File: config.mk
export PLATFORM = sky130hd
export DESIGN_NAME = stby_ctrl
export DESIGN_NICKNAME = d
export VERILOG_FILES = /design/src/rtl/stby_pkg.sv /design/src/rtl/stby_wake_arb.sv /design/src/rtl/stby_settle_timer.sv /design/src/rtl/stby_out_dec.sv /design/src/rtl/stby_ctrl.sv
export SDC_FILE = /design/constraint.sdc
export NUM_CORES = 1
export LEC_CHECK = 0
export BUFFER_PORTS_ARGS = -buffer_cell sky130_fd_sc_hd__buf_2
export CORE_MARGIN = 4
export CORE_UTILIZATION = 57
export CTS_BUF_LIST = sky130_fd_sc_hd__clkbuf_16
export CTS_CLUSTER_SIZE = 8
export DETAILED_ROUTE_END_ITERATION = 10
export PLACE_DENSITY_LB_ADDON = 0.12
export SLEW_MARGIN = 40
export SYNTH_ARGS = -nofsm -noshare
export SYNTH_HDL_FRONTEND = slang
export SYNTH_SLANG_ARGS = --single-unit
export TNS_END_PERCENT = 5
File: constraint.sdc
create_clock -name clk_i -period 3.1 [get_ports clk_i]
set_input_delay 0.31 -clock clk_i [delete_from_list [all_inputs] [get_ports clk_i]]
set_output_delay 0.31 -clock clk_i [all_outputs]
set_load 0.01 [all_outputs]
File: src/rtl/stby_pkg.sv
package stby_pkg;
  typedef enum logic [2:0] {
    ST_RUN,
    ST_STANDBY,
    ST_SETTLING,
    ST_HW_STANDBY,
    ST_RESET_HOLD
  } pm_state_e;

  typedef enum logic [2:0] {
    WK_NONE,
    WK_HWSTBY,
    WK_RESET,
    WK_NMI,
    WK_IRQ
  } wake_src_e;
endpackage

File: src/rtl/stby_wake_arb.sv
module stby_wake_arb
  import stby_pkg::*;
#(
  parameter int unsigned       IRQ_W      = 8,
  parameter logic [IRQ_W-1:0]  WAKE_LINES = 8'hC7
) (
  input  logic             hwstby_ni,
  input  logic             res_ni,
  input  logic             nmi_i,
  input  logic [IRQ_W-1:0] irq_i,
  input  logic [IRQ_W-1:0] irq_en_i,
  input  logic             cpu_mask_i,
  output wake_src_e        wake_src_o
);
  logic [IRQ_W-1:0] qual;

  for (genvar g = 0; g < IRQ_W; g++) begin : g_line
    if (WAKE_LINES[g]) begin : g_wake
      assign qual[g] = irq_i[g] & irq_en_i[g] & ~cpu_mask_i;
    end else begin : g_dead
      assign qual[g] = 1'b0;
    end
  end

  // fixed priority: hw standby > reset pin > nmi > maskable
  always_comb begin
    if (!hwstby_ni)  wake_src_o = WK_HWSTBY;
    else if (!res_ni) wake_src_o = WK_RESET;
    else if (nmi_i)   wake_src_o = WK_NMI;
    else if (|qual)   wake_src_o = WK_IRQ;
    else              wake_src_o = WK_NONE;
  end
endmodule

File: src/rtl/stby_settle_timer.sv
module stby_settle_timer #(
  parameter int unsigned SETTLE_BASE_LOG2 = 13,
  parameter int unsigned SHORT_COUNT      = 16
) (
  input  logic       clk_i,
  input  logic       rst_ni,
  input  logic       load_i,
  input  logic [2:0] sel_i,
  input  logic       tick_i,
  output logic       done_o
);
  localparam int unsigned CNT_W = SETTLE_BASE_LOG2 + 6;
  localparam logic [CNT_W-1:0] MAX_LOAD = CNT_W'(1) << (SETTLE_BASE_LOG2 + 5);

  logic [CNT_W-1:0] cnt_q, load_val;

  always_comb begin
    if (sel_i <= 3'd5) load_val = CNT_W'(1) << (SETTLE_BASE_LOG2 + 32'(sel_i));
    else               load_val = CNT_W'(SHORT_COUNT);
  end

  always_ff @(posedge clk_i or negedge rst_ni) begin
    if (!rst_ni)                   cnt_q <= '0;
    else if (load_i)               cnt_q <= load_val;
    else if (tick_i && cnt_q != 0) cnt_q <= cnt_q - 1'b1;
  end

  assign done_o = (cnt_q == '0);

  AST_CNT_BOUND: assert property (@(posedge clk_i) disable iff (!rst_ni)
    cnt_q <= MAX_LOAD);
  AST_CNT_NO_TICK_HOLD: assert property (@(posedge clk_i) disable iff (!rst_ni)
    !load_i && !tick_i |=> cnt_q == $past(cnt_q));
endmodule

File: src/rtl/stby_out_dec.sv
module stby_out_dec
  import stby_pkg::*;
(
  input  pm_state_e state_i,
  output logic      osc_en_o,
  output logic      cpu_clk_en_o,
  output logic      per_clk_en_o,
  output logic      per_rst_o,
  output logic      hw_stby_o
);
  always_comb begin
    osc_en_o     = 1'b0;
    cpu_clk_en_o = 1'b0;
    per_clk_en_o = 1'b0;
    per_rst_o    = 1'b1;
    hw_stby_o    = 1'b0;
    unique case (state_i)
      ST_RUN, ST_RESET_HOLD: begin
        osc_en_o     = 1'b1;
        cpu_clk_en_o = 1'b1;
        per_clk_en_o = 1'b1;
        per_rst_o    = 1'b0;
      end
      ST_SETTLING:   osc_en_o  = 1'b1;
      ST_HW_STANDBY: hw_stby_o = 1'b1;
      default: ;
    endcase
  end
endmodule

File: src/rtl/stby_ctrl.sv
module stby_ctrl
  import stby_pkg::*;
#(
  parameter int unsigned      IRQ_W            = 8,
  parameter logic [IRQ_W-1:0] WAKE_LINES       = 8'hC7,
  parameter int unsigned      SETTLE_BASE_LOG2 = 13,
  parameter int unsigned      SHORT_COUNT      = 16
) (
  input  logic             clk_i,
  input  logic             rst_ni,
  input  logic             sleep_i,
  input  logic             cfg_stby_sel_i,
  input  logic             cfg_low_speed_i,
  input  logic             cfg_wdt_psel_i,
  input  logic [2:0]       settle_sel_i,
  input  logic             ref_tick_i,
  input  logic             nmi_i,
  input  logic [IRQ_W-1:0] irq_i,
  input  logic [IRQ_W-1:0] irq_en_i,
  input  logic             cpu_mask_i,
  input  logic             res_ni,
  input  logic             hwstby_ni,
  output logic             osc_en_o,
  output logic             cpu_clk_en_o,
  output logic             per_clk_en_o,
  output logic             per_rst_o,
  output logic             irq_exc_start_o,
  output logic             rst_exc_start_o,
  output logic             hw_stby_o
);
  pm_state_e state_q, state_d;
  wake_src_e wake_src;
  logic      entry_ok, load, done, irq_go, rst_go;
  logic      irq_pulse_q, rst_pulse_q;

  assign entry_ok = sleep_i & cfg_stby_sel_i & ~cfg_low_speed_i & ~cfg_wdt_psel_i;

  stby_wake_arb #(.IRQ_W(IRQ_W), .WAKE_LINES(WAKE_LINES)) u_arb (
    .hwstby_ni (hwstby_ni),
    .res_ni    (res_ni),
    .nmi_i     (nmi_i),
    .irq_i     (irq_i),
    .irq_en_i  (irq_en_i),
    .cpu_mask_i(cpu_mask_i),
    .wake_src_o(wake_src)
  );

  stby_settle_timer #(
    .SETTLE_BASE_LOG2(SETTLE_BASE_LOG2),
    .SHORT_COUNT     (SHORT_COUNT)
  ) u_timer (
    .clk_i (clk_i),
    .rst_ni(rst_ni),
    .load_i(load),
    .sel_i (settle_sel_i),
    .tick_i(ref_tick_i),
    .done_o(done)
  );

  always_comb begin
    state_d = state_q;
    load    = 1'b0;
    irq_go  = 1'b0;
    rst_go  = 1'b0;
    unique case (state_q)
      ST_RUN: begin
        if (wake_src == WK_HWSTBY)     state_d = ST_HW_STANDBY;
        else if (wake_src == WK_RESET) state_d = ST_RESET_HOLD;
        else if (entry_ok)             state_d = ST_STANDBY;
      end
      ST_STANDBY: begin
        if (wake_src == WK_HWSTBY)     state_d = ST_HW_STANDBY;
        else if (wake_src == WK_RESET) state_d = ST_RESET_HOLD;
        else if (wake_src == WK_NMI || wake_src == WK_IRQ) begin
          state_d = ST_SETTLING;
          load    = 1'b1;
        end
      end
      ST_SETTLING: begin
        if (wake_src == WK_HWSTBY)     state_d = ST_HW_STANDBY;
        else if (wake_src == WK_RESET) state_d = ST_RESET_HOLD;
        else if (done) begin
          state_d = ST_RUN;
          irq_go  = 1'b1;
        end
      end
      ST_RESET_HOLD: begin
        if (wake_src == WK_HWSTBY)     state_d = ST_HW_STANDBY;
        else if (wake_src != WK_RESET) begin
          state_d = ST_RUN;
          rst_go  = 1'b1;
        end
      end
      ST_HW_STANDBY: state_d = ST_HW_STANDBY;
      default:       state_d = ST_HW_STANDBY;
    endcase
  end

  always_ff @(posedge clk_i or negedge rst_ni) begin
    if (!rst_ni) begin
      state_q     <= ST_RUN;
      irq_pulse_q <= 1'b0;
      rst_pulse_q <= 1'b0;
    end else begin
      state_q     <= state_d;
      irq_pulse_q <= irq_go;
      rst_pulse_q <= rst_go;
    end
  end

  assign irq_exc_start_o = irq_pulse_q;
  assign rst_exc_start_o = rst_pulse_q;

  stby_out_dec u_dec (
    .state_i     (state_q),
    .osc_en_o    (osc_en_o),
    .cpu_clk_en_o(cpu_clk_en_o),
    .per_clk_en_o(per_clk_en_o),
    .per_rst_o   (per_rst_o),
    .hw_stby_o   (hw_stby_o)
  );

  AST_ENTRY_QUAL: assert property (@(posedge clk_i) disable iff (!rst_ni)
    state_q == ST_STANDBY && $past(state_q) == ST_RUN
      |-> $past(sleep_i && cfg_stby_sel_i && !cfg_low_speed_i && !cfg_wdt_psel_i));
  AST_STBY_GATED: assert property (@(posedge clk_i) disable iff (!rst_ni)
    state_q == ST_STANDBY |-> !osc_en_o && !cpu_clk_en_o && !per_clk_en_o);
  AST_CLK_NEEDS_OSC: assert property (@(posedge clk_i) disable iff (!rst_ni)
    cpu_clk_en_o |-> osc_en_o);
  AST_IRQ_PULSE_SRC: assert property (@(posedge clk_i) disable iff (!rst_ni)
    irq_exc_start_o |-> $past(state_q) == ST_SETTLING && cpu_clk_en_o);
  AST_IRQ_PULSE_ONE: assert property (@(posedge clk_i) disable iff (!rst_ni)
    irq_exc_start_o |=> !irq_exc_start_o);
  AST_RESET_NO_WAIT: assert property (@(posedge clk_i) disable iff (!rst_ni)
    (state_q == ST_STANDBY || state_q == ST_SETTLING) && !res_ni && hwstby_ni
      |=> osc_en_o && cpu_clk_en_o);
  AST_RST_PULSE_SRC: assert property (@(posedge clk_i) disable iff (!rst_ni)
    rst_exc_start_o |-> $past(state_q) == ST_RESET_HOLD && $past(res_ni));
  AST_HW_STICKY: assert property (@(posedge clk_i) disable iff (!rst_ni)
    hw_stby_o |=> hw_stby_o && !osc_en_o);
  AST_HW_FIRST: assert property (@(posedge clk_i) disable iff (!rst_ni)
    !hwstby_ni |=> hw_stby_o);
endmodule

# == After elaboration in Yosys (flattened, before gate mapping) ==
# Index checks and enable logic that the tools add are counted.
# classes
add_sub_neg,2
n_lt_le_gt_ge,1
n_eq_ne,13
shifts,1
muxes,34
n_bitwise,16
n_reduce_logical,10
# op_table
cell,count
19-bit 2-to-1 mux,3
3-bit 2-to-1 mux,15
1-bit by 32-bit left shift with 19-bit output (first input constant),1
19-bit logical NOT,1
19-bit nonzero test,1
19-bit by 1-bit subtractor with 19-bit output (second input constant),1
1-bit 2-to-1 mux,15
1-bit AND,13
3-bit by 2-bit equality test with 1-bit output (second input constant),4
4-bit != test (second input constant),3
3-bit case mux with 4 select lines,1
3-bit by 1-bit equality test with 1-bit output (second input constant),2
3-bit equality test (second input constant),2
4-bit by 3-bit adder with 5-bit output (first input constant),1
5-bit OR reduction,1
4-bit AND reduction,1
3-bit less-or-equal comparator (second input constant),1
3-bit logical NOT,1
3-bit by 2-bit != test with 1-bit output (second input constant),1
3-bit != test (second input constant),1
1-bit inverter,3
3-bit OR reduction,1
2-bit nonzero test,1
2-bit OR reduction,1
other kinds (2),2
# word_totals
ff_bits,24
output_inout_bits,7
word_cells,81

# == Depth between registers and ports, before layout ==
# Gate-level depths: netlist (run 1).
# depth
word_depth,14
mapped_depth,7
depth_no_buf,7

# == Modules after synthesis ==
# A second synthesis (run 1) with hierarchy kept.
# hier_totals
cells_unflattened,196
hier_area_um2,1752.9
# by_module_without_submodules
module,n_inst,cells_each,area_per_inst_um2,seq_area_each_um2
stby_settle_timer,1,145,1320.0,475.5
stby_ctrl,1,38,347.8,125.1
stby_wake_arb,1,8,52.6,0.0
stby_out_dec,1,5,32.5,0.0

# == Least setup slack after synthesis (run 1) ==
# No wires, ideal clock.
# synth_timing
path_kind,flip-flop to flip-flop
start,register u_timer.cnt_q[3]
end,register u_timer.cnt_q[1]
setup_ns,0.079
arrival_ns,1.755
t_required_ns,3.021
slack_ns,1.266
path_stages_with_launch,6
path_buffers,0
path_cell_list,dfrtp_1 > nor4_4 > nand4_2 > o21ai_2 > mux2_2 > mux2i_1
# synth_between
elab_chain_cells,3
# synth_lines
item,line,source
from (decl),stby_settle_timer.sv:15,"logic [CNT_W-1:0] cnt_q, load_val;"
from (signal assigned),stby_settle_timer.sv:24,else if (load_i) cnt_q <= load_val;
from (signal assigned),stby_settle_timer.sv:25,else if (tick_i && cnt_q != 0) cnt_q <= cnt_q - 1'b1;
19-bit nonzero test,stby_settle_timer.sv:25,
1-bit logical AND,stby_settle_timer.sv:25,
2-bit nonzero test (no source line),--,
# No other way between the ends.
# A chain may end at the register's enable or synchronous reset.

# == Worst setup path in the final report (run 1) ==
# layout_timing
start,register state_q[2]
end,register u_timer.cnt_q[9]
# layout_between
elab_chain_cells,3
elab_cells_between_ends,4
cone_classes,1 x eq/ne; 2 x mux; 1 x reduce/logical
# layout_lines
item,line,source
from (decl),stby_ctrl.sv:31,"pm_state_e state_q, state_d;"
from (signal assigned),stby_ctrl.sv:105,state_q <= state_d;
3-bit by 1-bit equality test with 1-bit output *,stby_ctrl.sv:65,unique case (state_q)
1-bit 2-to-1 mux *,stby_ctrl.sv:65,
19-bit 2-to-1 mux / 2-bit nonzero test (equally long branches),--,
# Every way passes the cells marked *; elsewhere a longest branch is shown, timed or not.

==> out/qor.yml, run 1 <==
cp_data_required_time_ns: 3.24
htreeDepth: 1
place_congestion: 0.875
ios: 37
slowest_stage: "a21boi_2"
power_frac_seq: 0.434
numCtsBuffers: 3
finalSetupTns_ns: 0
ant_nets: 0
drc_errors: 0
fin_hold_ws_ns: 0.0321
first_iter_violations: 62
hold_viol: 0
pwr_density_cell_nw_per_um2: 682
fin_ws_ns: 0.882
drtPass1Iterations: 4
clockBufferDepth: 2
r2r_cells: 6
floorplan.initialDensity: 0.616
post_cts_buffers: 0
path_clk_slew_ns: 0.06
drive_gt1_frac: 0.249
synth_top_flop_cell: "dfrtp_1"
cts_tree: "done"
max_freq_mhz: 451
cts_root_buf: "clkbuf_16"
clk_latency_ns: 0.26
end_kind: "register"
path_cells: "nand3b_1, nor3b_1, a21boi_2, buf_4, or4_1, nand3_1"
cts_hold_buf: 0
worstMarginPinSlew_ns: 0.654
postCtsResizedCells: 0
clock_sinks: 24
drv_slew: 0
wirelength_um: 3630
portBuffers: 30
nets: 238
ys_ff_latch: 24
synth_top_area_share: 0.380
async_reset_ff_frac: 1.00
period_share: 0.716
rrSetupSlack_ns: 0.88
critPathLaunchType: "register"
worst-path-max-fanout: 15
die_y_um: 60.7
synth_top_area_cell: "dfrtp_1"
hold_path.class: "input pin to asynchronous set/reset pin"
nFillCells: 203
core_sq_um: 2570
ys.warnings.count: 0
vias_per_cell: 6.23
p_sw_frac: 0.379
r2r_end: "u_timer.cnt_q[9]$_DFFE_PN0P_"
grt_pass1_wl_um: 5780
intPower_mw: 0.777
die_w_um: 60.7
syn_area_sq_um: 1580
avgSynthCellArea_sq_um: 9.09
power_leakage_nw: 0.761
postSynthCellCount: 174
rsz0062_at_grt: "no"
synth_edf_count: 0
comb_power_share: 0.343
synth-seq-area-share: 0.380
grt_remaining_overflow: 0
finClkSkew_ns: 0.00354
rows: 18
slowest_delay_ns: 0.60
peakVddDrop_mv: 0.557
slew_headroom: 0.561
r2r_start: "state_q[2]$_DFFE_PN0P_"
min_period_ns: 2.22
ys_types: 52
grt_max_degree: 25
die_area_sq_um: 3680
dp_slack_ns: 0.897
syn-num-nets: 206
antenna_found_initial: 0
track_usage: 0.206
critPathArrivalTime_ns: 2.35
final_cell_area_sq_um: 1830
placed_cell_area_sq_um: 1760
hpwl_um: 2770
num_vias: 1463
grt_pass1_vias: 1324
status: "finished clean"
post_drt_wl_per_cell_um: 15.4
path_class: "register to register"
antenna_cells: 0
setup_viol: 0
power.switching_mw: 0.474
maxCapViolations: 0
p_clk_frac: 0.223
area_growth_pct: 16.0
synth_area_leaders: "dfrtp_1, nand3_1, nor2_1"
==> layer usage <==
| layer | part of all wire | track usage |
|---|---|---|
| met1 | 0.45 | 0.263 |
| met2 | 0.49 | 0.374 |
| met3 | 0.055 | 0.0255 |
| met4 | 0.0077 | 0.0372 |
| met5 | 0 | 0 |
==> cell usage after synthesis, types with 3 or more instances <==
| master | number |
|---|---|
| o21ai_0 | 10 |
| nor3_1 | 4 |
| xnor2_1 | 3 |
| nor2b_1 | 5 |
| nand2_1 | 13 |
| dfrtp_1 | 24 |
| nor2_1 | 14 |
| inv_1 | 6 |
| nand4_1 | 7 |
| mux2i_1 | 3 |
| a21oi_1 | 10 |
| nand3_1 | 14 |
| xor2_1 | 5 |
| or4_1 | 3 |
==> flip-flops by register name, indices dropped and copies added (netlist names) <==
signal,flops
state_q,3
rst_exc_start_o,1
irq_exc_start_o,1
u_timer.cnt_q,19
==> worst max path at each step <==
stage	slack [ns]	cells after the start	from	end
finish	0.88	6	state_q[2]$_DFFE_PN0P_	u_timer.cnt_q[9]$_DFFE_PN0P_
global route	0.74	6	state_q[2]$_DFFE_PN0P_	u_timer.cnt_q[9]$_DFFE_PN0P_
CTS	0.90	6	state_q[2]$_DFFE_PN0P_	u_timer.cnt_q[9]$_DFFE_PN0P_
detailed placement	0.90	6	state_q[2]$_DFFE_PN0P_	u_timer.cnt_q[9]$_DFFE_PN0P_
global placement	0.95	6	state_q[2]$_DFFE_PN0P_	u_timer.cnt_q[9]$_DFFE_PN0P_
floorplan	1.27	5	u_timer.cnt_q[3]$_DFFE_PN0P_	u_timer.cnt_q[1]$_DFFE_PN0P_
==> layout by cell type (no fill, tap or decap), types with 4 or more instances in the layout <==
master / count
a21oi_1: 10
buf_2: 30
dfrtp_1: 24
inv_1: 6
nand2_1: 13
nand3_1: 14
nand4_1: 7
nor2_1: 14
nor2b_1: 5
nor3_1: 4
o21ai_0: 10
xor2_1: 5
==> critical path, delay by kind of cell, from the launching register on <==
family	cells	cell delay, ns
AO/OA/AOI/OAI	1	0.60
buffers and inverters	1	0.29
flip-flops	1	0.45
AND/OR/NAND/NOR	4	0.75
==> through the flow <==
stage	cells	total power, mW	utilization
finish	235	1.25	0.714
floorplan	174	0.852	-
global route	235	1.33	0.714
global placement	231	0.946	0.684
detailed placement	231	0.967	0.684
CTS	235	1.25	0.714
==> power by group through the flow <==
| stage | logic, mW | registers, mW | clock network [mW] |
|---|---|---|---|
| 2_1_floorplan | 0.332 | 0.519 | 0 |
| 6_report | 0.429 | 0.543 | 0.279 |
| 3_3_place_gp | 0.406 | 0.540 | 0 |
| 4_1_cts | 0.427 | 0.540 | 0.282 |
| 3_5_place_dp | 0.423 | 0.545 | 0 |
| 5_1_grt | 0.476 | 0.558 | 0.291 |
==> cell type report <==
| type | instances | area, sq um | area share |
|---|---|---|---|
| Tap cell | 30 | 37.5 | 0.0205 |
| Clock inverter | 1 | 3.75 | 0.00205 |
| Clock buffer | 3 | 75.1 | 0.0409 |
| Inverter | 6 | 22.5 | 0.0123 |
| Timing Repair Buffer | 31 | 158 | 0.0859 |
| Sequential cell | 24 | 601 | 0.327 |
| Multi-Input combinational cell | 140 | 937 | 0.511 |
==> cells by family (layout without fill, tap and decap cells) <==
group | count (synthesis) | in the layout | synth area share
adders and majority gates | 2 | 2 | 0.0158
DFF | 24 | 24 | 0.380
buffers and inverters | 10 | 41 | 0.0277
AOI/OAI and AO/OA | 40 | 40 | 0.169
and+or+nand+nor | 86 | 86 | 0.337
muxes | 4 | 4 | 0.0261
xor gates and xnor gates | 8 | 8 | 0.0443
Note: power is estimated with default switching activity, not from simulation.
==> run 2, diff against run 1 <==
- CORE_UTILIZATION: 57 -> 48
- clock period: 3.1 -> 1.8 ns (I/O delays scaled with it)
==> run 2 against run 1 <==
Net effect: the run now ends with negative setup slack left; combinational power grew to 3.5 times the previous value; global-route usage rose by 2.8 points; setup slack got worse by 0.95 ns; first-iteration DRC count increased by 45%; power grew 130%; final cell count is 23% higher; via count up 14%; clock power up 75%; die area is 16% higher; maximum frequency up 19%; critical path type unchanged; largest cell class unchanged.
==> out/qor.yml, run 2 (synthesis results as in run 1) <==
finClkSkew_ns: 0.00152  # -0.00202 ns
path_cells: "nor4_4, buf_6, nand2_2, or4_4, o311ai_4, a21boi_1"
ant_nets: 0  # unchanged
status: "finished with violations"
drc_errors: 0  # unchanged
final_cell_mix: "buf_4, buf_2, dfrtp_1"
clk_latency_ns: 0.26  # about the same
failed_checks: "negative setup slack"
grt_pass1_vias: 1697  # +28%
ios: 37  # unchanged
peakVddDrop_mv: 0.822  # +48%
slew_headroom: 0.640  # +0.0789
largestRegisters: "u_timer.cnt_q: 19 flops, state_q: 3 flops"
die_area_sq_um: 4280  # +16%
num_vias: 1669  # +14%
portBuffers: 30  # unchanged
dp_cells: 280  # +21%
p_clk_frac: 0.169  # -0.054
rows: 20  # +2
dp_slack_ns: -0.123  # -1.02 ns
pwr_density_cell_nw_per_um2: 1260  # +85%
hold_path.class: "input pin to register"
hpwl_um: 3350  # +21%
final_common_cell: "buf_4"
stdcell_count: 289  # +23%
clockBufferDepth: 2  # unchanged
place_congestion: 0.825  # -5.7%
antenna_found_initial: 0  # unchanged
power.switching_mw: 1.09  # +130%
postLayoutCoreUtil: 0.736  # +0.0215
setup_viol: 2  # +2
critPathLaunchType: "register"
drtPass1Iterations: 4  # unchanged
first_iter_violations: 90  # +45%
core_sq_um: 3100  # +21%
wirelength_um: 4690  # +29%
cts_tree: "done"
clock_sinks: 24  # unchanged
critPathArrivalTime_ns: 2.01  # -0.34 ns
p_total_mw: 2.89  # +130%
worst-path-max-fanout: 8  # -7
die_w_um: 65.4  # +7.8%
slowest_delay_ns: 0.46  # -0.14 ns
cp_data_required_time_ns: 1.94  # -1.30 ns
drive_gt1_frac: 0.429  # +0.180
slowest_stage: "or4_4"
comb_power_share: 0.521  # +0.178
htreeDepth: 1  # unchanged
grt_pass1_wl_um: 7710  # +33%
final_cell_area_sq_um: 2280  # +24%
grt_max_degree: 25  # unchanged
hold_viol: 0  # unchanged
grt_remaining_overflow: 0  # unchanged
path_clk_slew_ns: 0.06  # about the same
vias_per_cell: 5.78  # -7.2%
min_period_ns: 1.87  # -0.347 ns
track_usage: 0.234  # +0.0280
p_sw_frac: 0.377  # -0.00192
power_frac_seq: 0.310  # -0.124
rsz0062_at_grt: "yes"
worstMarginPinSlew_ns: 0.539  # -0.115 ns
nFillCells: 240  # +18%
max_freq_mhz: 534  # +19%
area_growth_pct: 44.4
period_share: 1.04  # +0.324
drv_slew: 0  # unchanged
largest_reg_flops: 19  # unchanged
fin_ws_ns: -0.0713  # -0.953 ns
cts_root_buf: "clkbuf_16"
nets: 278  # +17%
power_leakage_nw: 0.977  # +28%
intPower_mw: 1.80  # +130%
die_y_um: 65.4  # +7.8%
post_drt_wl_per_cell_um: 16.2  # +4.9%
floorplan.initialDensity: 0.510  # -0.106
top_register: "u_timer.cnt_q"
antenna_cells: 0  # unchanged
placed_cell_area_sq_um: 2040  # +16%
maxCapViolations: 0  # unchanged
numCtsBuffers: 3  # unchanged
end_kind: "register"
path_class: "register to register"
## run 2: area by class of cell
type	count	area, sq um	area share
multi-input combinational	140	1060	0.465
sequential	24	602	0.264
timing repair buffer	71	464	0.203
clock buffer	3	75.1	0.0329
tap	44	55.1	0.0241
inverter	6	22.5	0.00986
clock inverter	1	3.75	0.00164
## run 2: final timing paths
path                                                   start                      endpoint  slack (ns)  cells past startpoint
worst max-delay path            u_timer.cnt_q[5]$_DFFE_PN0P_        state_q[1]$_DFFE_PN0P_       -0.07                      6
worst min-delay path                                  res_ni        state_q[2]$_DFFE_PN0P_        0.13                      2
worst max register to register  u_timer.cnt_q[5]$_DFFE_PN0P_        state_q[1]$_DFFE_PN0P_       -0.07                      6
worst min register to register        state_q[0]$_DFFE_PN0P_     irq_exc_start_o$_DFF_PN0_        0.59                      1
max in group asynchronous                             rst_ni  u_timer.cnt_q[6]$_DFFE_PN0P_        0.96                      2
min in group asynchronous                             rst_ni     rst_exc_start_o$_DFF_PN0_        0.46                      2
## run 2: critical path: cells and delay by family, from the launching register on
family          cells  cell delay, ns
compound gates      2            0.34
buf+inv             1            0.18
flops               1            0.41
simple gates        3            0.82
## run 2: power by group through the flow
stage,sequential [mW],clock (mW),combinational [mW]
final,0.896,0.487,1.50
after global routing,0.918,0.518,1.64
after CTS,0.882,0.486,1.37
after detailed placement,0.878,0,1.25
after global placement,0.865,0,1.19
after floorplan,0.894,0,0.577
## run 2: through the flow
| step | hold WS, ns | setup TNS, ns |
|---|---|---|
| after global placement | 0.185 | -0.159 |
| after floorplan | -0.116 | -0.0274 |
| final | 0.129 | -0.136 |
| after detailed placement | 0.193 | -0.591 |
| after global routing | 0.151 | -0.683 |
| after CTS | 0.129 | -0.0802 |
## run 2: timing repair
action                     4_1_cts  5_1_grt
pin swaps                        4        5
hold endpoints to repair        24        0
gates cloned                     0        0
hold buffers                     1        0
setup endpoints to repair       12       16
resized for setup               10       15
setup buffers                    2        2
## run 2: metal layers
metal	share of wire	routed length (um)	GRT usage	vias to the layer above
met5	0	0	0	-
met4	0.016	73	0.0674	0
met3	0.044	208	0.0308	9
met2	0.51	2390	0.416	53
met1	0.43	2010	0.293	809
li1	-	-	-	798
